--- src/rtl/biasCalPkg.sv ---
package biasCalPkg;

  typedef enum logic [2:0] {
    ST_IDLE,
    ST_SELECT,
    ST_SETTLE,
    ST_TRIM,
    ST_TRACK
  } calState_e;

  // Strobes from the sequencer to the code datapath.
  typedef struct packed {
    logic       clearAll;
    logic       step;
    logic       stepUp;
    logic [7:0] target;   // 0 = global code, k = local code k
  } pathStrobe_t;

endpackage

--- src/rtl/biasCalCounter.sv ---
module biasCalCounter #(
  parameter int CODE_W = 6
) (
  input  logic              clk,
  input  logic              rstN,
  input  logic              clear,
  input  logic              en,
  input  logic              up,
  output logic [CODE_W-1:0] code,
  output logic              hitEnd
);

  localparam logic [CODE_W-1:0] MID_CODE = CODE_W'(1) << (CODE_W - 1);
  localparam logic [CODE_W-1:0] MAX_CODE = {CODE_W{1'b1}};

  always_ff @(posedge clk) begin
    if (!rstN || clear) begin
      code <= MID_CODE;
    end else if (en) begin
      if (up && code != MAX_CODE) begin
        code <= code + 1'b1;
      end else if (!up && code != '0) begin
        code <= code - 1'b1;
      end
    end
  end

  // The step about to happen lands on (or stays at) an end of the range.
  always_comb begin
    hitEnd = en && ((up && code >= MAX_CODE - 1'b1) || (!up && code <= CODE_W'(1)));
  end

  p_step_up_r4: assert property (@(posedge clk) disable iff (!rstN)
    (en && up && !clear && code != MAX_CODE) |=> code == $past(code) + 1'b1);

  p_step_down_r4: assert property (@(posedge clk) disable iff (!rstN)
    (en && !up && !clear && code != '0) |=> code == $past(code) - 1'b1);

  p_hold_idle_r3: assert property (@(posedge clk) disable iff (!rstN)
    (!en && !clear) |=> $stable(code));

endmodule

--- src/rtl/biasCalPath.sv ---
module biasCalPath
  import biasCalPkg::*;
#(
  parameter int NUM_LOCAL = 4,
  parameter int CODE_W    = 6
) (
  input  logic                          clk,
  input  logic                          rstN,
  input  pathStrobe_t                   strb,
  output logic [CODE_W-1:0]             globalCode,
  output logic [NUM_LOCAL*CODE_W-1:0]   localCodes,
  output logic                          rangeErr
);

  localparam logic [CODE_W-1:0] MID_CODE = CODE_W'(1) << (CODE_W - 1);

  logic [NUM_LOCAL:0] hits;
  logic               globalEn;

  assign globalEn = strb.step && (strb.target == 8'd0);

  biasCalCounter #(.CODE_W(CODE_W)) globalCnt_i (
    .clk    (clk),
    .rstN   (rstN),
    .clear  (strb.clearAll),
    .en     (globalEn),
    .up     (strb.stepUp),
    .code   (globalCode),
    .hitEnd (hits[0])
  );

  for (genvar k = 0; k < NUM_LOCAL; k++) begin : g_local
    logic localEn;
    assign localEn = strb.step && (strb.target == 8'(k + 1));

    biasCalCounter #(.CODE_W(CODE_W)) localCnt_i (
      .clk    (clk),
      .rstN   (rstN),
      .clear  (strb.clearAll),
      .en     (localEn),
      .up     (strb.stepUp),
      .code   (localCodes[k*CODE_W +: CODE_W]),
      .hitEnd (hits[k+1])
    );
  end

  always_ff @(posedge clk) begin
    if (!rstN || strb.clearAll) begin
      rangeErr <= 1'b0;
    end else if (|hits) begin
      rangeErr <= 1'b1;
    end
  end

  p_range_sticky_r9: assert property (@(posedge clk) disable iff (!rstN)
    (rangeErr && !strb.clearAll) |=> rangeErr);

  p_local_hold_r8: assert property (@(posedge clk) disable iff (!rstN)
    (strb.target == 8'd0 && !strb.clearAll) |=> $stable(localCodes));

  p_clear_mid_r10: assert property (@(posedge clk) disable iff (!rstN)
    strb.clearAll |=> (globalCode == MID_CODE && !rangeErr));

endmodule

--- src/rtl/biasCalCtrl.sv ---
module biasCalCtrl
  import biasCalPkg::*;
#(
  parameter int NUM_LOCAL  = 4,
  parameter int TOGGLE_CNT = 3,
  parameter int SETTLE_W   = 8,
  parameter int SEL_W      = $clog2(NUM_LOCAL + 1)
) (
  input  logic                clk,
  input  logic                rstN,
  input  logic                start,
  input  logic                restart,
  input  logic                cmpUp,
  input  logic                selAck,
  input  logic [SETTLE_W-1:0] settleCycles,
  output pathStrobe_t         strb,
  output logic [SEL_W-1:0]    muxSel,
  output logic                selReq,
  output logic                busy,
  output logic                done,
  output logic                tracking
);

  localparam int RUN_W = $clog2(TOGGLE_CNT + 1);
  localparam logic [SEL_W-1:0] LAST_SEL = SEL_W'(NUM_LOCAL);
  localparam logic [RUN_W-1:0] RUN_DONE = RUN_W'(TOGGLE_CNT);

  calState_e           state;
  logic [SEL_W-1:0]    selQ;
  logic                toTrack;
  logic [SETTLE_W-1:0] settleCnt;
  logic                lastDir;
  logic                hasLast;
  logic [RUN_W-1:0]    runCnt;
  logic [RUN_W-1:0]    newRun;
  logic                stepping;

  always_comb begin
    stepping      = (state == ST_TRIM) || (state == ST_TRACK);
    newRun        = (hasLast && (cmpUp != lastDir)) ? runCnt + 1'b1 : '0;
    strb.clearAll = restart;
    strb.step     = stepping && !restart;
    strb.stepUp   = cmpUp;
    strb.target   = 8'(selQ);
  end

  always_ff @(posedge clk) begin
    if (!rstN) begin
      state     <= ST_IDLE;
      selQ      <= '0;
      toTrack   <= 1'b0;
      settleCnt <= '0;
      lastDir   <= 1'b0;
      hasLast   <= 1'b0;
      runCnt    <= '0;
      busy      <= 1'b0;
      done      <= 1'b0;
    end else if (restart) begin
      state     <= ST_SELECT;
      selQ      <= '0;
      toTrack   <= 1'b0;
      settleCnt <= '0;
      hasLast   <= 1'b0;
      runCnt    <= '0;
      busy      <= 1'b1;
      done      <= 1'b0;
    end else begin
      done <= 1'b0;
      case (state)
        ST_IDLE: begin
          if (start) begin
            state <= ST_SELECT;
            selQ  <= '0;
            busy  <= 1'b1;
          end
        end
        ST_SELECT: begin
          if (selAck) begin
            state     <= ST_SETTLE;
            settleCnt <= '0;
          end
        end
        ST_SETTLE: begin
          if (settleCnt >= settleCycles) begin
            if (toTrack) begin
              state <= ST_TRACK;
              done  <= 1'b1;
              busy  <= 1'b0;
            end else begin
              state <= ST_TRIM;
            end
          end else begin
            settleCnt <= settleCnt + 1'b1;
          end
        end
        ST_TRIM: begin
          lastDir <= cmpUp;
          hasLast <= 1'b1;
          runCnt  <= newRun;
          if (newRun == RUN_DONE) begin
            hasLast <= 1'b0;
            runCnt  <= '0;
            state   <= ST_SELECT;
            if (selQ == LAST_SEL) begin
              selQ    <= '0;
              toTrack <= 1'b1;
            end else begin
              selQ <= selQ + 1'b1;
            end
          end
        end
        ST_TRACK: begin
          state <= ST_TRACK;
        end
        default: state <= ST_IDLE;
      endcase
    end
  end

  assign muxSel   = selQ;
  assign selReq   = (state == ST_SELECT);
  assign tracking = (state == ST_TRACK);

  p_sel_wait_r2: assert property (@(posedge clk) disable iff (!rstN)
    (selReq && !selAck && !restart) |=> (selReq && $stable(muxSel)));

  p_sel_bound_r6: assert property (@(posedge clk) disable iff (!rstN)
    muxSel <= LAST_SEL);

  p_done_pulse_r7: assert property (@(posedge clk) disable iff (!rstN)
    done |=> !done);

  p_track_idle_r8: assert property (@(posedge clk) disable iff (!rstN)
    tracking |-> (!busy && muxSel == '0));

  p_start_ignored_r11: assert property (@(posedge clk) disable iff (!rstN)
    (tracking && !restart) |=> tracking);

endmodule

--- src/rtl/biasCalTop.sv ---
module biasCalTop
  import biasCalPkg::*;
#(
  parameter int NUM_LOCAL  = 4,
  parameter int CODE_W     = 6,
  parameter int TOGGLE_CNT = 3,
  parameter int SETTLE_W   = 8,
  parameter int SEL_W      = $clog2(NUM_LOCAL + 1)
) (
  input  logic                        clk,
  input  logic                        rstN,
  input  logic                        start,
  input  logic                        restart,
  input  logic                        cmpUp,
  input  logic                        selAck,
  input  logic [SETTLE_W-1:0]         settleCycles,
  output logic [CODE_W-1:0]           globalCode,
  output logic [NUM_LOCAL*CODE_W-1:0] localCodes,
  output logic [SEL_W-1:0]            muxSel,
  output logic                        selReq,
  output logic                        busy,
  output logic                        done,
  output logic                        tracking,
  output logic                        rangeErr
);

  pathStrobe_t strb;

  biasCalCtrl #(
    .NUM_LOCAL  (NUM_LOCAL),
    .TOGGLE_CNT (TOGGLE_CNT),
    .SETTLE_W   (SETTLE_W),
    .SEL_W      (SEL_W)
  ) ctrl_i (
    .clk          (clk),
    .rstN         (rstN),
    .start        (start),
    .restart      (restart),
    .cmpUp        (cmpUp),
    .selAck       (selAck),
    .settleCycles (settleCycles),
    .strb         (strb),
    .muxSel       (muxSel),
    .selReq       (selReq),
    .busy         (busy),
    .done         (done),
    .tracking     (tracking)
  );

  biasCalPath #(
    .NUM_LOCAL (NUM_LOCAL),
    .CODE_W    (CODE_W)
  ) path_i (
    .clk        (clk),
    .rstN       (rstN),
    .strb       (strb),
    .globalCode (globalCode),
    .localCodes (localCodes),
    .rangeErr   (rangeErr)
  );

endmodule

--- config.mk ---
export PLATFORM = sky130hd
export DESIGN_NAME = biasCalTop
export DESIGN_NICKNAME = d
export VERILOG_FILES = /design/src/rtl/biasCalPkg.sv /design/src/rtl/biasCalCounter.sv /design/src/rtl/biasCalPath.sv /design/src/rtl/biasCalCtrl.sv /design/src/rtl/biasCalTop.sv
export SDC_FILE = /design/constraint.sdc
export NUM_CORES = 1
export LEC_CHECK = 0
export ABC_AREA = 1
export BUFFER_PORTS_ARGS = -buffer_cell sky130_fd_sc_hd__buf_2
export CAP_MARGIN = 20
export CORE_ASPECT_RATIO = 0.9
export CORE_MARGIN = 4
export CORE_UTILIZATION = 41
export CTS_BUF_LIST = sky130_fd_sc_hd__clkbuf_4 sky130_fd_sc_hd__clkbuf_8 sky130_fd_sc_hd__clkbuf_16
export DETAILED_ROUTE_END_ITERATION = 16
export PLACE_DENSITY = 0.62
export SYNTH_ARGS = -nofsm -noshare
export SYNTH_HDL_FRONTEND = slang
export SYNTH_HIERARCHICAL = 1
export SYNTH_SLANG_ARGS = --single-unit
--- constraint.sdc ---
create_clock -name clk -period 5 [get_ports clk]
set_clock_uncertainty 0.2 [all_clocks]
set_input_delay 1 -clock clk [delete_from_list [all_inputs] [get_ports clk]]
set_output_delay 1 -clock clk [all_outputs]
set_load 0.05 [all_outputs]
After elaboration in Yosys (flattened, before gate mapping)
Index checks and enable logic that the tools add are counted.
{ "totals": {"register_bits": 52, "out_inout_bits": 38} }
{ "op_classes": {"n_addsub": 13, "magnitude_cmp": 11, "eq_ne": 25, "muxes": 33, "n_bitwise": 4, "n_reduce_logical": 72} }
{ "ops": {"columns": ["op", "count"], "rows": [
  ["2-to-1 mux 6 bit", 10],
  ["logical AND 1 bit", 32],
  ["adder 6 x 1 -> 6 bit, second input constant", 5],
  ["greater-or-equal comparator 6 bit, second input constant", 5],
  ["<= comparator 6 x 1 -> 1 bit, second input constant", 5],
  ["inequality test 6 bit, second input constant", 5],
  ["nonzero test 6 bit", 5],
  ["subtractor 6 x 1 -> 6 bit, second input constant", 5],
  ["2-to-1 mux 3 bit", 8],
  ["2-to-1 mux 8 bit", 2],
  ["case mux 8 bit (2 select lines)", 1],
  ["case mux 3 bit (5 select lines)", 1],
  ["nonzero test 2 bit", 7],
  ["equality test 3 x 2 -> 1 bit, second input constant", 4],
  ["AND reduction 2 bit", 6],
  ["AND reduction 4 bit", 3],
  ["inequality test 3 bit, second input constant", 3],
  ["AND reduction 3 bit", 3],
  ["adder 8 x 1 -> 8 bit, second input constant", 1],
  ["greater-or-equal comparator 8 bit", 1],
  ["logical NOT 8 bit", 1],
  ["inequality test 2 bit, second input constant", 4],
  ["logical OR 1 bit", 7],
  ["2-to-1 mux 1 bit", 7],
  ["other kinds (18)", 27]
]} }

Longest topological paths before layout
{ "logic_depth": {"word_depth": 7, "mapped_depth": 15} }

Hierarchy
The synthesis kept the hierarchy.
{ "by_module_without_submodules": {"columns": ["module", "instances", "cells_per_inst", "area_each_um2"], "rows": [
  ["biasCalCounter", 5, 111, 674.4],
  ["biasCalCtrl", 1, 221, 1453.9],
  ["biasCalPath", 1, 33, 145.1]
]} }

Least setup slack after synthesis
OpenSTA, ideal clock, no wires.
{ "synth_timing": {"kind": "register to register", "from": "register ctrl_i.state[0]", "to": "register path_i.g_local[1].localCnt_i.code[1]", "setup_ns": 0.110, "arrival_time_ns": 2.202, "t_required_ns": 4.690, "path_slack_ns": 2.489, "stages_incl_launch_ff": 15, "path_buffers": 0, "synth_period_minus_slack_ns": 2.511, "cell_sequence": "dfxtp_1 > inv_1 > nand2_1 > nor2_1 > nand2_1 > nand2_1 > nand2_1 > nor2_1 > nand2_1 > nor2_1 > inv_1 > nor2_2 > nand2_1 > nand2_1 > nor2_2"} }
{ "synth_rtl": {"columns": ["item", "line", "source"], "rows": [
  ["start, declared", "biasCalCtrl.sv:28", "calState_e state;"],
  ["start signal, assigned", "biasCalCtrl.sv:49", "state <= ST_IDLE;"],
  ["start signal, assigned", "biasCalCtrl.sv:59", "state <= ST_SELECT;"],
  ["start signal, assigned", "biasCalCtrl.sv:72", "state <= ST_SELECT;"],
  ["end signal, assigned", "biasCalCounter.sv:21", "code <= code + 1'b1;"],
  ["end signal, assigned", "biasCalCounter.sv:23", "code <= code - 1'b1;"],
  ["end, declared", "biasCalCounter.sv:9", "output logic [CODE_W-1:0] code,"]
]} }

Worst setup path after layout
{ "layout_timing": {"from": "register ctrl_i.state[0]", "to": "output port tracking"} }
{ "layout_via": {"elab_chain_cells": 1} }
{ "layout_lines": {"columns": ["item", "line", "source"], "rows": [
  ["equality test 3 bit", "biasCalCtrl.sv:122", "assign tracking = (state == ST_TRACK);"],
  ["end, declared", "biasCalTop.sv:23", "output logic tracking,"]
]} }
Every way passes these cells.

==> impl_results.md <==
- Internal Power: 647 µW
- Setup TNS: 0 ps
- Cell area power density: 167 nW/µm²
- Unrepaired setup endpoints after global routing: false
- Layout cells sized above 1: roughly 17%
- Crit path DAT: approximately 1400 ps
- Final Critical Period: roughly 2500 ps
- CP Depth: 4
- Initial antenna violation count: 0
- N_diodes: 0
- Initial Util: 42.6%
- Inserted Clock Buffers: 5
- Switch share: 27.6%
- Setup bufs post-CTS: 0
- DRT iter0 DRCs: 268
- LEAKAGE: 0.00266 µW
- Fin nets: 895
- Max-slew violation count: 0
- Number of global-route vias before repair: between 4000 and 5000
- CP endpoint kind: output port
- Drt first pass iters: 5
- Yosys warns: 6
- Final GP Congestion: 0.810
- Area share of the largest cell type after synthesis: approximately a fifth
- Worst path top cell family by delay: buffers and inverters
- Max Clock Freq: 392 MHz
- Worst-path maximum fanout: 4
- Clock buffer depth: 2
- Routed vias/inst: 4.72
- Row count: 37
- Final ANT Viol Nets: 0
- Worst-Margin Slew: 725 ps
- Via count: 4730
- DR WL/cell: 11.2 µm
- Worst path required time: 3800 ps
- CP startpoint kind: flop
- WL final: 11.2 mm
- Critical setup path kind: reg2out
- Cell types occupying the most area after synthesis: nand2_1 21%, dfxtp_1 21%, ha_1 9.1%
- Max-slew headroom at the worst pin: 51.7%
- Residual DRC: 0
- Critical path's largest stage delay: 360 ps
- DIE WIDTH: approximately 120 µm
- Final setup viols: 0
- Fraction of registers with async set/reset: 0%
- Cells after Synth: about 810
- Clock sinks: 52
- Area leader, netlist: nand2_1
- Comb power frac: 13.3%
- Crit share post-route: 51.0%
- Clk slew on worst S/H paths: 70 ps
- Register share of total power: 47.6%
- GR Overflow Total: 0
- Ports: 52
- CP Cell Sequence: inv_1 -> nand2_1 -> nor2_1 -> buf_2
- MaxCap Viol Count: 0
- CTS tree: built
- Largest net degree at the start of global routing: 29
- Final core occ: a little under half
- H-tree depth: 2
- GRT Util Overall: between 10% and 20%
- Sequential-to-total area share from yosys stat: 20.9%
- Root Driver: clkbuf_16
- Die height: 112 µm
- DP HPWL: 8.44 mm
- Peak supply drop: 138 µV
- Worst path bufs/invs: 2
- Fillcell total: 1266
- Hold Crit Class: reg2reg
- CTS Hold Bufs: 0
- Distinct cells, synth: 34
- Psw: between 200 and 250 µW
- Area delta synth->final: 7.75%
- Count of state elements after synthesis: 52
- R2r worst-path depth: 15
- IO Port Bufs: between 50 and 60
- Clock share of power: about two fifths
- Clock latency on the worst-skew pair: 290 ps
- Hold depth: 2
- CORE AREA: 11700 µm²
- Syn avg cell area: about 6.1 µm²
- Post-synth EDFFs: 0
- Global-route wire length before repair: 19.1 mm
- Die footprint: 14000 µm²
- Post-CTS Resized: 0
- Slowest CP cell: dfxtp_1
- Most used DFF post-synth: dfxtp_1
- Final hold viol count: 0
- Netlist Area Pre-Place: 4970 µm²
- Status: completed
cells in the mapped netlist, types with 6 or more instances:
| master | count |
|---|---|
| buf_6 | 10 |
| xor2_1 | 11 |
| nand2_4 | 6 |
| nor3b_1 | 7 |
| buf_4 | 15 |
| dfxtp_1 | 52 |
| nor2_2 | 25 |
| nand3_1 | 48 |
| nand2_1 | 282 |
| o21ai_0 | 13 |
| inv_1 | 100 |
| nand4_1 | 14 |
| nand3_2 | 12 |
| inv_2 | 13 |
| nor2_1 | 69 |
| nand2_2 | 21 |
| ha_1 | 36 |
| a21oi_1 | 38 |
final cells by class:
| class | count | area (µm²) | area share (%) |
|---|---|---|---|
| repair buffers | 51 | 255 | 4.77 |
| well taps | 156 | 195 | 3.64 |
| clock buffers | 6 | 133 | 2.48 |
| multi-input cells | 622 | 3290 | 61.5 |
| flip-flops and latches | 52 | 1040 | 19.4 |
| clock inverters | 2 | 16.3 | 0.304 |
| inverters | 113 | 424 | 7.92 |
per-layer routing:
metal | share of wire (%) | global-route usage [%]
met1 | 52 | 23.5
met2 | 44 | 25.8
met3 | 3.4 | 2.07
met4 | 0.41 | 3.07
met5 | 0 | 0
final timing paths:
kind | to | slack [ps] | start
setup / recovery | tracking | 2450 | ctrl_i/state[0]$_SDFFE_PN0P_
hold / removal | ctrl_i/busy$_SDFFE_PN0P_ | 290 | ctrl_i/busy$_SDFFE_PN0P_
setup reg to reg | path_i/rangeErr$_SDFFE_PP0P_ | 2720 | ctrl_i/state[2]$_SDFFE_PP0P_
hold reg to reg | ctrl_i/busy$_SDFFE_PN0P_ | 290 | ctrl_i/busy$_SDFFE_PN0P_
placed cells by master, fill, tap and decap left out, types with 6 or more instances in the layout:
cell type,count
nand2_1,282
inv_1,100
nor2_1,69
dfxtp_1,52
buf_2,51
nand3_1,48
a21oi_1,38
ha_1,36
nor2_2,25
nand2_2,21
nand4_1,14
inv_2,13
o21ai_0,13
nand3_2,12
xor2_1,11
nor3b_1,7
nand2_4,6
worst min-delay path: stages (launching register included):
cell     delay, ps
dfxtp_1        330
a21oi_1         40
nor2_1          80
through the flow:
step	total power [µW]	setup WS [ps]	instances	hold slack [ps]	area [µm²]
5_1_grt	938	2280	1002	315	5360
3_5_place_dp	553	2150	994	278	5210
3_3_place_gp	554	2190	994	279	5210
4_1_cts	907	2430	1002	294	5360
2_1_floorplan	527	2490	813	259	4990
6_report	893	2450	1002	289	5360
logic make-up after synthesis:
group | share of synthesized area, %
other | 0.0754
AOI/OAI and AO/OA | 6.97
buffers and inverters | 13.1
and+or+nand+nor | 47.9
xor gates and xnor gates | 1.94
DFF | 20.9
adders and majority gates | 9.06
flip-flops by register name, indices dropped and copies added, names as in the netlist:
signal,cells
path_i/g_local.localCnt_i/code,24
ctrl_i/settleCnt,8
path_i/globalCnt_i/code,6
ctrl_i/muxSel,3
ctrl_i/state,3
ctrl_i/runCnt,2
ctrl_i/busy,1
ctrl_i/done,1
ctrl_i/hasLast,1
ctrl_i/lastDir,1
ctrl_i/toTrack,1
path_i/rangeErr,1
power by group through the flow:
stage                     logic [µW]  registers [µW]  clock network, µW
after floorplan                 87.2             440                  0
after global placement           119             434                  0
after detailed placement         118             434                  0
after CTS                        119             425                364
after global routing             135             425                378
final                            119             425                349
Power figures use the tool's default switching activity.
